File: src/rtl/spi_sck_gap_timer.sv
module spi_sck_gap_timer #(
  parameter int PRESC_W      = 16,
  parameter int GAP_W        = 5,
  parameter int GAP_MIN_CODE = 1,
  parameter int GAP_MAX_CODE = 30,
  parameter int GAP_STEP     = 4,
  parameter int GAP_BASE     = 10
) (
  input  logic               clk,
  input  logic               rst_n,
  input  logic [PRESC_W-1:0] prescale_i,
  input  logic [GAP_W-1:0]   gap_code_i,
  input  logic               start_i,
  input  logic               word_done_i,
  input  logic               more_i,
  output logic               sck_toggle_o,
  output logic               sck_o,
  output logic               word_start_o,
  output logic               gap_active_o,
  output logic               busy_o
);
  localparam int GAP_MAX_LEN = GAP_STEP * GAP_MAX_CODE + GAP_BASE;
  localparam int GAP_MIN_LEN = GAP_STEP * GAP_MIN_CODE + GAP_BASE;
  localparam int LEN_W       = $clog2(GAP_MAX_LEN + 1);

  typedef enum logic [1:0] {S_IDLE, S_RUN, S_GAP} state_t;

  state_t             st_q;
  logic [PRESC_W-1:0] div_q, cnt_q;
  logic [LEN_W-1:0]   gap_len_q, gap_cnt_q;
  logic               sck_q, ws_q;
  logic [GAP_W-1:0]   code_c;
  logic [LEN_W-1:0]   gap_len_c;

  assign code_c = (int'(gap_code_i) < GAP_MIN_CODE) ? GAP_W'(GAP_MIN_CODE) :
                  (int'(gap_code_i) > GAP_MAX_CODE) ? GAP_W'(GAP_MAX_CODE) : gap_code_i;
  assign gap_len_c = LEN_W'(code_c) * LEN_W'(GAP_STEP) + LEN_W'(GAP_BASE);

  assign sck_toggle_o = (st_q == S_RUN) && (cnt_q == div_q);
  assign sck_o        = sck_q;
  assign word_start_o = ws_q;
  assign gap_active_o = (st_q == S_GAP);
  assign busy_o       = (st_q != S_IDLE);

  always_ff @(posedge clk or negedge rst_n) begin
    if (!rst_n) begin
      st_q      <= S_IDLE;
      div_q     <= '0;
      cnt_q     <= '0;
      gap_len_q <= '0;
      gap_cnt_q <= '0;
      sck_q     <= 1'b0;
      ws_q      <= 1'b0;
    end else begin
      ws_q <= 1'b0;
      case (st_q)
        S_IDLE: if (start_i) begin
          st_q  <= S_RUN;
          div_q <= prescale_i;
          cnt_q <= '0;
          ws_q  <= 1'b1;
        end
        S_RUN: begin
          if (word_done_i) begin
            st_q      <= S_GAP;
            gap_len_q <= gap_len_c;
            gap_cnt_q <= '0;
            cnt_q     <= '0;
            sck_q     <= 1'b0;
          end else if (sck_toggle_o) begin
            cnt_q <= '0;
            sck_q <= ~sck_q;
          end else begin
            cnt_q <= cnt_q + 1'b1;
          end
        end
        S_GAP: begin
          if (gap_cnt_q == gap_len_q - LEN_W'(1)) begin
            if (more_i) begin
              st_q  <= S_RUN;
              div_q <= prescale_i;
              cnt_q <= '0;
              ws_q  <= 1'b1;
            end else begin
              st_q <= S_IDLE;
            end
          end else begin
            gap_cnt_q <= gap_cnt_q + 1'b1;
          end
        end
        default: st_q <= S_IDLE;
      endcase
    end
  end

  AST_IDLE_SCK_LOW: assert property (@(posedge clk) disable iff (!rst_n)
    (!busy_o || gap_active_o) |-> !sck_o) else $error("sck high at rest");

  AST_NO_TOGGLE_IN_GAP: assert property (@(posedge clk) disable iff (!rst_n)
    (gap_active_o || !busy_o) |-> !sck_toggle_o) else $error("toggle outside word");

  AST_WS_SINGLE: assert property (@(posedge clk) disable iff (!rst_n)
    word_start_o |=> !word_start_o) else $error("word start longer than one cycle");

  AST_PRESCALE_HELD: assert property (@(posedge clk) disable iff (!rst_n)
    (busy_o && !gap_active_o && !word_start_o) |-> $stable(div_q)) else $error("prescale changed mid-word");

  AST_GAP_LEN_RANGE: assert property (@(posedge clk) disable iff (!rst_n)
    gap_active_o |-> (int'(gap_len_q) >= GAP_MIN_LEN && int'(gap_len_q) <= GAP_MAX_LEN)) else $error("gap length out of range");

  AST_GAP_NO_OVERRUN: assert property (@(posedge clk) disable iff (!rst_n)
    gap_active_o |-> (gap_cnt_q < gap_len_q)) else $error("gap counter overrun");

  AST_GAP_AFTER_DONE: assert property (@(posedge clk) disable iff (!rst_n)
    (busy_o && !gap_active_o && word_done_i) |=> gap_active_o) else $error("gap did not follow word done");
endmodule

File: config.mk
export PLATFORM = sky130hd
export DESIGN_NAME = spi_sck_gap_timer
export DESIGN_NICKNAME = d
export VERILOG_FILES = /design/src/rtl/spi_sck_gap_timer.sv
export SDC_FILE = /design/constraint.sdc
export NUM_CORES = 1
export LEC_CHECK = 0
export ABC_AREA = 1
export BUFFER_PORTS_ARGS = -buffer_cell sky130_fd_sc_hd__buf_2
export CAP_MARGIN = 40
export CORE_ASPECT_RATIO = 0.5
export CORE_UTILIZATION = 40
export DETAILED_ROUTE_END_ITERATION = 7
export PLACE_DENSITY = 0.66
export SLEW_MARGIN = 20
export SYNTH_ARGS = -nofsm -noshare
export SYNTH_HDL_FRONTEND = slang
export SYNTH_SLANG_ARGS = --single-unit
File: constraint.sdc
create_clock -name clk -period 2 [get_ports clk]
set_input_delay 0.3 -clock clk [delete_from_list [all_inputs] [get_ports clk]]
set_output_delay 0.3 -clock clk [all_outputs]
set_load 0.01 [all_outputs]
[Word-level counts from Yosys, hierarchy flattened]
Cells that the tools add are included.
Cells by class
  add/sub/neg operators: 4
  $lt $le $gt $ge: 2
  equal/unequal tests: 9
  multiplexer cells: 26
  bitwise gates (word level): 1
  reduce and logical (&&, ||, !) cells: 13
Operators with widths (count)
  two-way mux 16 bit: 8
  one-hot mux 16 bit (3 select lines): 1
  one-hot mux 16 bit (2 select lines): 1
  adder 16 x 1 -> 16 bit (second input constant): 1
  equality test 16 bit: 1
  two-way mux 8 bit: 2
  one-hot mux 8 bit (2 select lines): 1
  two-way mux 5 bit: 2
  adder 7 x 4 -> 8 bit (second input constant): 1
  adder 8 x 1 -> 8 bit (second input constant): 1
  equality test 8 bit: 1
  inequality test 2 bit (second input constant): 4
  AND reduction 4 bit: 2
  nonzero test 2 bit: 4
  subtractor 8 x 1 -> 8 bit (second input constant): 1
  two-way mux 1 bit: 6
  two-way mux 2 bit: 3
  one-hot mux 2 bit (3 select lines): 1
  AND reduction 3 bit: 2
  > comparator 5 bit (second input constant): 1
  less-than comparator 5 x 1 -> 1 bit (second input constant): 1
  AND reduction 2 bit: 2
  nonzero test 3 bit: 1
  equality test 2 x 1 -> 1 bit (second input constant): 1
  other kinds (6): 6
Word-level totals
  register bits: 52
  bits of input ports: 26
  output and inout port bits: 5
  logic and storage cells: 62

[Logic depth before layout (Yosys ltp)]
Gate-level depths: netlist of run 1.
  word-level depth: 5
  depth in mapped cells: 15
  gate-level depth less buffers: 14

[Least setup slack after synthesis of run 1]
OpenSTA, ideal clock, no wires.
  path type: reg-to-reg
  start: register gap_len_q[1]
  end: register cnt_q[7]
  setup time: 0.117 ns
  data arrival time: 1.622 ns
  path slack: 0.261 ns
  stages on the path, launching flop included: 13
  clock period less this slack: 1.739 ns
  path through: dfrtp_1 inv_1 ha_1 xnor2_1 nor2_1 nand2_1 nor2_2 nand2_1 nand2_4 nand3_4 buf_6 nand2_1 nand2_1
Between the ends
  cells in the longest elaborated chain, start to end: 4
RTL lines
  start, declared: line 30  | logic [LEN_W-1:0] gap_len_q, gap_cnt_q;
  start signal, assigned: line 66  | gap_len_q <= gap_len_c;
  subtractor 8 x 1 -> 8 bit: line 78  | if (gap_cnt_q == gap_len_q - LEN_W'(1)) begin
  equality test 8 bit: line 78
  inequality test 2 x 1 -> 1 bit (no source line)
  AND reduction 4 bit (no source line)
  end signal, assigned: line 74  | cnt_q <= cnt_q + 1'b1;
  end, declared: line 29  | logic [PRESC_W-1:0] div_q, cnt_q;
No other way between the ends.
A chain may end at the register's enable or synchronous reset.

[Final worst setup path of run 1]
  start: register cnt_q[9]
  end: output port sck_toggle_o
Between the ends
  cells in the longest elaborated chain, start to end: 2
RTL lines
  equality test 16 bit: line 39  | assign sck_toggle_o = (st_q == S_RUN) && (cnt_q == div_q);
  logical AND 1 bit: line 39
  end, declared: line 16  | output logic sck_toggle_o,
No other way between the ends.

==> out/qor.yml, run 1 <==
core_area_mm2: 0.007542
clk_pin_slew_worst_paths_ns: 0.07
insertion_delay_ns: 0.30
syn_nets: 495
yosysWarnings: 0
outcome: "finished, final reports clean"
async_flop_share_pct: 100.0
relSlewSlack_pct: 76.46
cts_buffers: 5
min_path_type: "in -> reg"
drc_errors: 0
fin_skew_ns: 0.01198
synth.distinct_cells: 30
final.setup.tns_ns: 0
vias_per_cell: 4.843
grt_pass1_wl_um: 13640
synth_area_mm2: 0.003218
start_util_pct: 42.67
required_ns: 1.70
io_pins: 31
diodes: 0
ys.flop_type: "dfrtp_1"
comb_power_share_pct: 42.0
hpwl_um: 5883
p_sw_uw: 1765
synth_seq_area_share_pct: 39.66
grtUsageTotal_pct: 20.94
hold_violations: 0
clkPwrFrac_pct: 22.3
arrival_ns: 1.59
crit_start: "cnt_q[9]"
h-tree-depth: 2
grt_max_degree: 31
clock-sinks: 51
worstMarginPinSlew_ns: 0.3442
leakage_uw: 0.001931
die_area_mm2: 0.008430
synth_seq_cells: 51
peakVddDrop_mv: 0.4347
rsz0062_at_grt: "true"
wl_per_cell_um: 13.04
cts_tree: "yes"
place_congestion: 0.9045
holdWs_ns: 0.2068
cp-end-kind: "primary output"
port_buffers: 30
r2r_start: "gap_len_q[2]"
seq_area_mm2: 0.001280
drv_cap: 0
clockBufferDepth: 2
drive_gt1_share_pct: 14.09
slew_violations: 0
power_density_mw_per_mm2: 1139
holdCritStartpoint: "prescale_i[1]"
drt_pass1_iterations: 5
syn-instance-count: 465
cts_setup_buffers: 0
p_seq_share_pct: 35.7
wirelength_um: 7982
crit_fanout: 7
antenna_found_initial: 0
post-route-min-period_ns: 1.889
vias: 2964
synthToLayoutAreaGrowth_pct: 17.57
post-route-period-util_pct: 94.46
fp-row-count: 22
synth_edf_count: 0
ant_nets: 0
cp-start-kind: "flip-flop"
num-nets-final: 534
die_h_um: 65.43
synth.avg_cell_area_um2: 6.921
die_w_um: 128.9
final_common_cell: "nand2_1"
power.internal_uw: 2545
critical_path_class: "reg -> out"
max_freq_mhz: 529.3
multi_input_area_mm2: 0.001722
final_cell_mix: "160 x nand2_1, 63 x nor2_1, 52 x inv_1"
fillCellCount: 792
cts_root_buffer: "clkbuf_16"
grt_overflow: 0
reg2regPathDepth: 13
swShare_pct: 40.95
drt_iter0_drc: 206
setup_viol: 0
grt_pass1_vias: 2862
whs_path_depth: 3
## worst max-delay path, cell delays in order, from the launching register on
cell and delay [ns]:
dfrtp_1 0.49, inv_1 0.12, nand2_1 0.13, nand4_1 0.11, nor2_1 0.11, nand4_1 0.10
nor2_1 0.11, buf_2 0.13
## Yosys cell counts, types with 2 or more instances
library cell / number / area, um2
buf_2: 5 / 25.02
a21o_1: 2 / 15.01
or2_2: 3 / 18.77
clkbuf_1: 2 / 7.510
nor3_1: 4 / 20.02
nor2_1: 63 / 236.5
o21ai_0: 22 / 110.1
nand3_1: 24 / 120.1
nor3b_1: 3 / 22.52
buf_6: 2 / 22.52
xnor2_1: 4 / 35.03
nand3b_1: 3 / 22.52
dfrtp_1: 51 / 1276
o21ai_2: 5 / 43.79
xor2_1: 16 / 140.1
nor2_2: 2 / 12.51
inv_1: 54 / 202.7
inv_2: 2 / 7.510
ha_1: 4 / 50.05
nand2_1: 162 / 608.1
nand4_1: 23 / 143.9
## timing repair
| action | 4_1_cts | 5_1_grt |
|---|---|---|
| setup endpoints to repair | 0 | 39 |
| hold buffers | 1 | 0 |
| gates resized for setup | 0 | 13 |
| endpoints found under the hold margin | 11 | 0 |
## final cells by class
cell class                 count  area share (%)
clock buffer                   6           3.406
sequential                    51           33.83
clock inverter                 1          0.7937
multi-input combinational    349           45.50
inverter                      56           5.556
tap                          108           3.571
timing repair buffer          41           7.341
## power groups by stage
| stage | registers [uW] | clock network (uW) | logic, uW |
|---|---|---|---|
| 2_1_floorplan | 1480 | 0 | 1280 |
| 3_3_place_gp | 1540 | 0 | 1650 |
| 3_5_place_dp | 1540 | 0 | 1670 |
| 4_1_cts | 1530 | 988 | 1670 |
| 5_1_grt | 1580 | 1050 | 2090 |
| 6_report | 1540 | 963 | 1810 |
## cells by family (layout without fill, tap and decap cells)
group | after synthesis | after routing | synth area share [%]
compound gates | 32 | 32 | 5.871
xor+xnor | 20 | 20 | 5.443
fa+ha+maj | 4 | 4 | 1.555
buf+inv | 66 | 104 | 8.398
flops | 51 | 51 | 39.66
simple gates | 292 | 293 | 39.08
## final timing paths
path / to / slack, ns
min: div_q[1] / 0.21
min in group asynchronous: gap_len_q[6] / 0.43
max reg2reg: div_q[13] / 0.18
min reg2reg: div_q[10] / 0.51
max: sck_toggle_o / 0.11
max in group asynchronous: cnt_q[4] / 1.06
## through the flow
stage / setup WS [ns] / instances / util, % / instance area (um2) / power (uW)
after floorplan: 0.2609 / 465 / - / 3218 / 2765
after global placement: 0.1135 / 602 / 46.88 / 3536 / 3189
after detailed placement: 0.1031 / 602 / 46.88 / 3536 / 3210
after CTS: 0.05408 / 610 / 49.12 / 3705 / 4191
after global routing: -0.03345 / 612 / 50.17 / 3784 / 4708
final: 0.1108 / 612 / 50.17 / 3784 / 4310
## per-layer routing
layer / vias up / GRT usage (%) / wire [um] / part of all wire [%]
met4: 0 / 5.294 / 68 / 0.85
met1: 1373 / 27.93 / 4057 / 51
li1: 1547 / - / - / -
met2: 37 / 35.20 / 3638 / 46
met5: - / 0 / 0 / 0
met3: 7 / 3.909 / 217 / 2.7
## registers in the layout, summed over array words and instances (netlist names)
register      count
cnt_q            16
div_q            16
gap_cnt_q         8
gap_len_q         7
sck_o             1
st_q              2
word_start_o      1
Note: power is estimated with default switching activity, not from simulation.
==> run 2: changes to the inputs <==
Settings changed: BUFFER_PORTS_ARGS -buffer_cell sky130_fd_sc_hd__buf_2 to -buffer_cell sky130_fd_sc_hd__buf_4, RECOVER_POWER set to 50, TNS_END_PERCENT set to 100.
==> out/qor.yml, run 2 (synthesis gave the netlist of run 1 again) <==
hpwl_um: 5566  # was 5883 um
fin_skew_ns: 0.007175  # was 0.01198 ns
cp-end-kind: "primary output"  # unchanged
grt_overflow: 0  # unchanged
num-nets-final: 532  # was 534
port_buffers: 30  # unchanged
grtUsageTotal_pct: 20.29  # was 20.94%
path_cells: "inv_1 -> nor2_1 -> a2111oi_0 -> nand3_1 -> nor2_1 -> buf_4"  # was inv_1 -> nand2_1 -> nand4_1 -> nor2_1 -> nand4_1 -> nor2_1 -> buf_2
holdWs_ns: 0.2007  # was 0.2068 ns
critical_path_class: "reg -> out"  # unchanged
final_common_cell: "nand2_1"  # unchanged
min_path_type: "in -> reg"  # unchanged
comb_power_share_pct: 41.7  # was 42.0%
final.setup.tns_ns: 0  # unchanged
ant_nets: 0  # unchanged
swShare_pct: 41.02  # was 40.95%
drt_pass1_iterations: 4  # was 5
cp-start-kind: "flip-flop"  # unchanged
vias: 2962  # was 2964
reg_top3: "cnt_q: 16 flops, div_q: 16 flops, gap_cnt_q: 8 flops"  # unchanged
slew_violations: 0  # unchanged
clkPwrFrac_pct: 21.9  # was 22.3%
wl_per_cell_um: 12.28  # was 13.04 um
drive_gt1_share_pct: 14.12  # was 14.09%
wirelength_um: 7505  # was 7982 um
fp-row-count: 22  # unchanged
power_uw: 4207  # was 4310 uW
clockBufferDepth: 2  # unchanged
cpMostUsedCell: "nor2_1"
max_freq_mhz: 526.8  # was 529.3 MHz
h-tree-depth: 2  # unchanged
max_stage_delay_ns: 0.38  # was 0.49 ns
path_delay_family: "flip-flops"  # was simple AND/OR/NAND/NOR gates
grt_max_degree: 52  # was 31
start_util_pct: 42.67  # unchanged
crit_fanout: 2  # was 7
p_seq_share_pct: 36.4  # was 35.7%
die_w_um: 128.9  # unchanged
leakage_uw: 0.001932  # was 0.001931 uW
crit_path_top_delay_cell: "dfrtp_1"  # unchanged
core_area_mm2: 0.007542  # unchanged
grt_pass1_wl_um: 13010  # was 13640 um
rsz0062_at_grt: "false"  # was true
die_area_mm2: 0.008430  # unchanged
drv_cap: 0  # unchanged
synthToLayoutAreaGrowth_pct: 17.96  # was 17.57%
setup_viol: 0  # unchanged
power.internal_uw: 2481  # was 2545 uW
worstMarginPinSlew_ns: 1.271  # was 0.3442 ns
antenna_found_initial: 0  # unchanged
outcome: "finished, final reports clean"  # unchanged
post-route-min-period_ns: 1.898  # was 1.889 ns
cts_root_buffer: "clkbuf_16"  # unchanged
hold_violations: 0  # unchanged
clk_pin_slew_worst_paths_ns: 0.07  # about the same
required_ns: 1.70  # about the same
p_sw_uw: 1726  # was 1765 uW
final_cell_mix: "160 x nand2_1, 63 x nor2_1, 53 x inv_1"  # was 160 x nand2_1, 63 x nor2_1, 52 x inv_1
diodes: 0  # unchanged
post-route-period-util_pct: 94.92  # was 94.46%
place_congestion: 0.8952  # was 0.9045
drc_errors: 0  # unchanged
power_density_mw_per_mm2: 1108  # was 1139 mW/mm2
drt_iter0_drc: 148  # was 206
relSlewSlack_pct: 15.29  # was 76.46%
clock-sinks: 51  # unchanged
peakVddDrop_mv: 0.3955  # was 0.4347 mV
io_pins: 31  # unchanged
cts_buffers: 5  # unchanged
fillCellCount: 796  # was 792
grt_pass1_vias: 2859  # was 2862
cts_tree: "yes"  # unchanged
arrival_ns: 1.60  # was 1.59 ns
die_h_um: 65.43  # unchanged
critPathBufInv: 2  # unchanged
vias_per_cell: 4.848  # was 4.843
insertion_delay_ns: 0.30  # about the same
## run 2: worst paths after layout
path | slack [ns] | from | cells after the start | end
worst max-delay path | 0.10 | div_q[14] | 6 | sck_toggle_o
worst min-delay path | 0.20 | prescale_i[1] | 3 | div_q[1]
worst max register to register | 0.17 | gap_len_q[1] | 11 | gap_cnt_q[4]
worst min register to register | 0.52 | div_q[12] | 2 | div_q[12]
max in group asynchronous | 0.86 | rst_n | 1 | cnt_q[5]
min in group asynchronous | 0.27 | rst_n | 1 | gap_len_q[3]
## run 2: final cells by class
| class | instances | area, um2 | share of cell area (%) |
|---|---|---|---|
| clock buffer | 7 | 152.6 | 4.021 |
| multi-input combinational | 349 | 1712 | 45.09 |
| inverter | 56 | 210.2 | 5.537 |
| clock inverter | 1 | 7.507 | 0.1978 |
| tap | 108 | 135.1 | 3.560 |
| timing repair buffer | 39 | 299.0 | 7.877 |
| sequential | 51 | 1280 | 33.72 |
## run 2: tightest hold or removal path, stage by stage
cell	delay, ns
buf_4	0.07
nand2_1	0.04
o21ai_0	0.05
## run 2: repair_timing
action | CTS | global route
buffers inserted | 0 | 2
resized for setup | 0 | 11
hold buffers | 0 | 0
setup endpoints to repair | 0 | 36
## run 2: metal layers
layer | track usage, % | share of wire [%] | vias up
li1 | - | - | 1542
met1 | 26.00 | 48 | 1342
met2 | 33.78 | 44 | 68
met3 | 4.479 | 5.4 | 10
met4 | 7.647 | 1.6 | 0
met5 | 0 | 0 | -
## run 2: power groups by stage
stage | clock (uW) | combinational (uW) | sequential, uW
after global routing | 1000 | 2040 | 1570
after detailed placement | 0 | 1700 | 1540
after CTS | 951 | 1700 | 1530
after floorplan | 0 | 1280 | 1480
final | 922 | 1750 | 1530
after global placement | 0 | 1680 | 1550
## run 2: stage by stage
| stage | setup slack, ns | area [um2] | cells | utilization [%] |
|---|---|---|---|---|
| 2_1_floorplan | 0.2609 | 3218 | 465 | - |
| 3_3_place_gp | 0.1320 | 3583 | 600 | 47.51 |
| 3_5_place_dp | 0.1050 | 3583 | 600 | 47.51 |
| 4_1_cts | 0.06880 | 3744 | 608 | 49.64 |
| 5_1_grt | 0.02149 | 3796 | 611 | 50.33 |
| 6_report | 0.1016 | 3796 | 611 | 50.33 |
==> run 3: changes to the inputs <==
Clock period 2 ns to 1.94 ns, I/O delays scaled along.
==> out/qor.yml, run 3 (synthesis gave the netlist of run 1 again) <==
post-route-period-util_pct: 95.81
final_cell_mix: "153 x nand2_1, 60 x nor2_1, 52 x inv_1"  # was 160 x nand2_1, 63 x nor2_1, 53 x inv_1
drive_gt1_share_pct: 17.30  # was 14.12%
outcome: "finished, final reports clean"  # unchanged
holdCritStartpoint: "prescale_i[1]"  # unchanged
fin_area_mm2: 0.003860  # was 0.003796 mm2
power_uw: 4498  # was 4207 uW
fin_skew_ns: 0.01097  # was 0.007175 ns
io_pins: 31  # unchanged
relSlewSlack_pct: 13.47  # was 15.29%
cts_buffers: 5  # unchanged
place_congestion: 0.9000  # was 0.8952
seq_area_mm2: 0.001284  # was 0.001280 mm2
fp-row-count: 22  # unchanged
r2r_start: "gap_len_q[2]"  # was gap_len_q[1]
port_buffers: 30  # unchanged
clockBufferDepth: 2  # unchanged
vias_per_cell: 4.980  # was 4.848
drc_errors: 0  # unchanged
worstMarginPinSlew_ns: 1.298  # was 1.271 ns
leakage_uw: 0.001943  # was 0.001932 uW
required_ns: 1.65  # was 1.70 ns
grt_max_degree: 52  # unchanged
cp-end-kind: "primary output"  # unchanged
core_area_mm2: 0.007542  # unchanged
wl_per_cell_um: 12.49  # was 12.28 um
drt_pass1_iterations: 5  # was 4
drt_iter0_drc: 253  # was 148
post-route-min-period_ns: 1.859
synthToLayoutAreaGrowth_pct: 19.95  # was 17.96%
grtUsageTotal_pct: 19.96  # was 20.29%
hold_violations: 0  # unchanged
antenna_found_initial: 0  # unchanged
reg_top3: "cnt_q: 16 flops, div_q: 16 flops, gap_cnt_q: 8 flops"  # unchanged
grt_pass1_vias: 2831  # was 2859
die_h_um: 65.43  # unchanged
grt_overflow: 0  # unchanged
arrival_ns: 1.57  # was 1.60 ns
peakVddDrop_mv: 0.4258  # was 0.3955 mV
fillCellCount: 768  # was 796
slew_violations: 0  # unchanged
cts_tree: "yes"  # unchanged
start_util_pct: 42.67  # unchanged
die_w_um: 128.9  # unchanged
clock-sinks: 51  # unchanged
power_density_mw_per_mm2: 1165  # was 1108 mW/mm2
fin_util_pct: 51.18  # was 50.33%
num-nets-final: 533  # was 532
setup_viol: 0  # unchanged
crit_start: "div_q[14]"  # unchanged
grt_pass1_wl_um: 12900  # was 13010 um
critical_path_class: "reg -> out"  # unchanged
wirelength_um: 7631  # was 7505 um
insertion_delay_ns: 0.30  # about the same
multi_input_area_mm2: 0.001758  # was 0.001712 mm2
drv_cap: 0  # unchanged
clk_pin_slew_worst_paths_ns: 0.07  # about the same
diodes: 0  # unchanged
rsz0062_at_grt: "true"  # was false
ant_nets: 0  # unchanged
vias: 3043  # was 2962
h-tree-depth: 2  # unchanged
cts_root_buffer: "clkbuf_16"  # unchanged
min_path_type: "in -> reg"  # unchanged
final_common_cell: "nand2_1"  # unchanged
hpwl_um: 5561  # was 5566 um
max_freq_mhz: 538.0
crit_fanout: 2  # unchanged
placed_area_mm2: 0.003583  # unchanged
die_area_mm2: 0.008430  # unchanged
cp-start-kind: "flip-flop"  # unchanged
[run 3: changes by cell type in the layout (fill, tap and decap cells not counted), moves of 2 or more]
cell,before,now
nand2_1,160,153
dfrtp_1,48,45
nand2_2,2,8
dfrtp_2,3,6
buf_4,36,38
clkbuf_8,2,0
nor2_2,1,4
nor2_1,63,60
[run 3: what timing repair did]
item | 4_1_cts | 5_1_grt
hold buffers | 0 | 0
setup endpoints to repair | 1 | 42
gates cloned | 0 | 1
pin swaps | 0 | 11
buffers inserted | 0 | 3
resized for setup | 1 | 28
[run 3: cell type report]
type	instances	share of cell area [%]
inverter	56	5.446
clock inverter	2	0.9724
clock buffer	5	3.241
multi-input combinational	349	45.54
timing repair buffer	40	8.039
tap	108	3.501
sequential	51	33.26
[run 3: stage by stage]
step	std cells	setup slack (ns)	hold WS (ns)	TNS (ns)
5_1_grt	611	-0.03038	0.2048	-0.1432
3_3_place_gp	600	0.1021	0.3735	0
3_5_place_dp	600	0.07113	0.3758	0
2_1_floorplan	465	0.2009	-0.004591	0
6_report	611	0.08120	0.1920	0
4_1_cts	607	0.009679	0.04969	0
[run 3: worst paths after layout]
kind | to | slack (ns) | depth (start not counted)
setup / recovery | sck_toggle_o | 0.08 | 6
hold / removal | div_q[1] | 0.19 | 3
setup reg to reg | cnt_q[2] | 0.17 | 13
hold reg to reg | div_q[12] | 0.51 | 2
max in group asynchronous | cnt_q[5] | 0.79 | 1
min in group asynchronous | gap_len_q[2] | 0.27 | 1
[run 3: layer usage]
| layer | GRT usage (%) | part of all wire [%] | up-vias |
|---|---|---|---|
| li1 | - | - | 1546 |
| met1 | 26.29 | 49 | 1410 |
| met2 | 32.97 | 46 | 80 |
| met3 | 3.990 | 4.7 | 7 |
| met4 | 6.765 | 1.2 | 0 |
| met5 | 0 | 0 | - |
[run 3: worst max-delay path: stages, from the launching register on]
cell       delay, ns
dfrtp_1         0.39
inv_1           0.09
nor2_1          0.06
a2111oi_2       0.35
nand3_1         0.11
nor2_1          0.13
buf_4           0.14
[run 3: where the power goes]
| part | total (uW) | internal [uW] | switching, uW |
|---|---|---|---|
| logic | 1900 | 695 | 1200 |
| clock network | 1010 | 602 | 409 |
| registers | 1590 | 1350 | 236 |
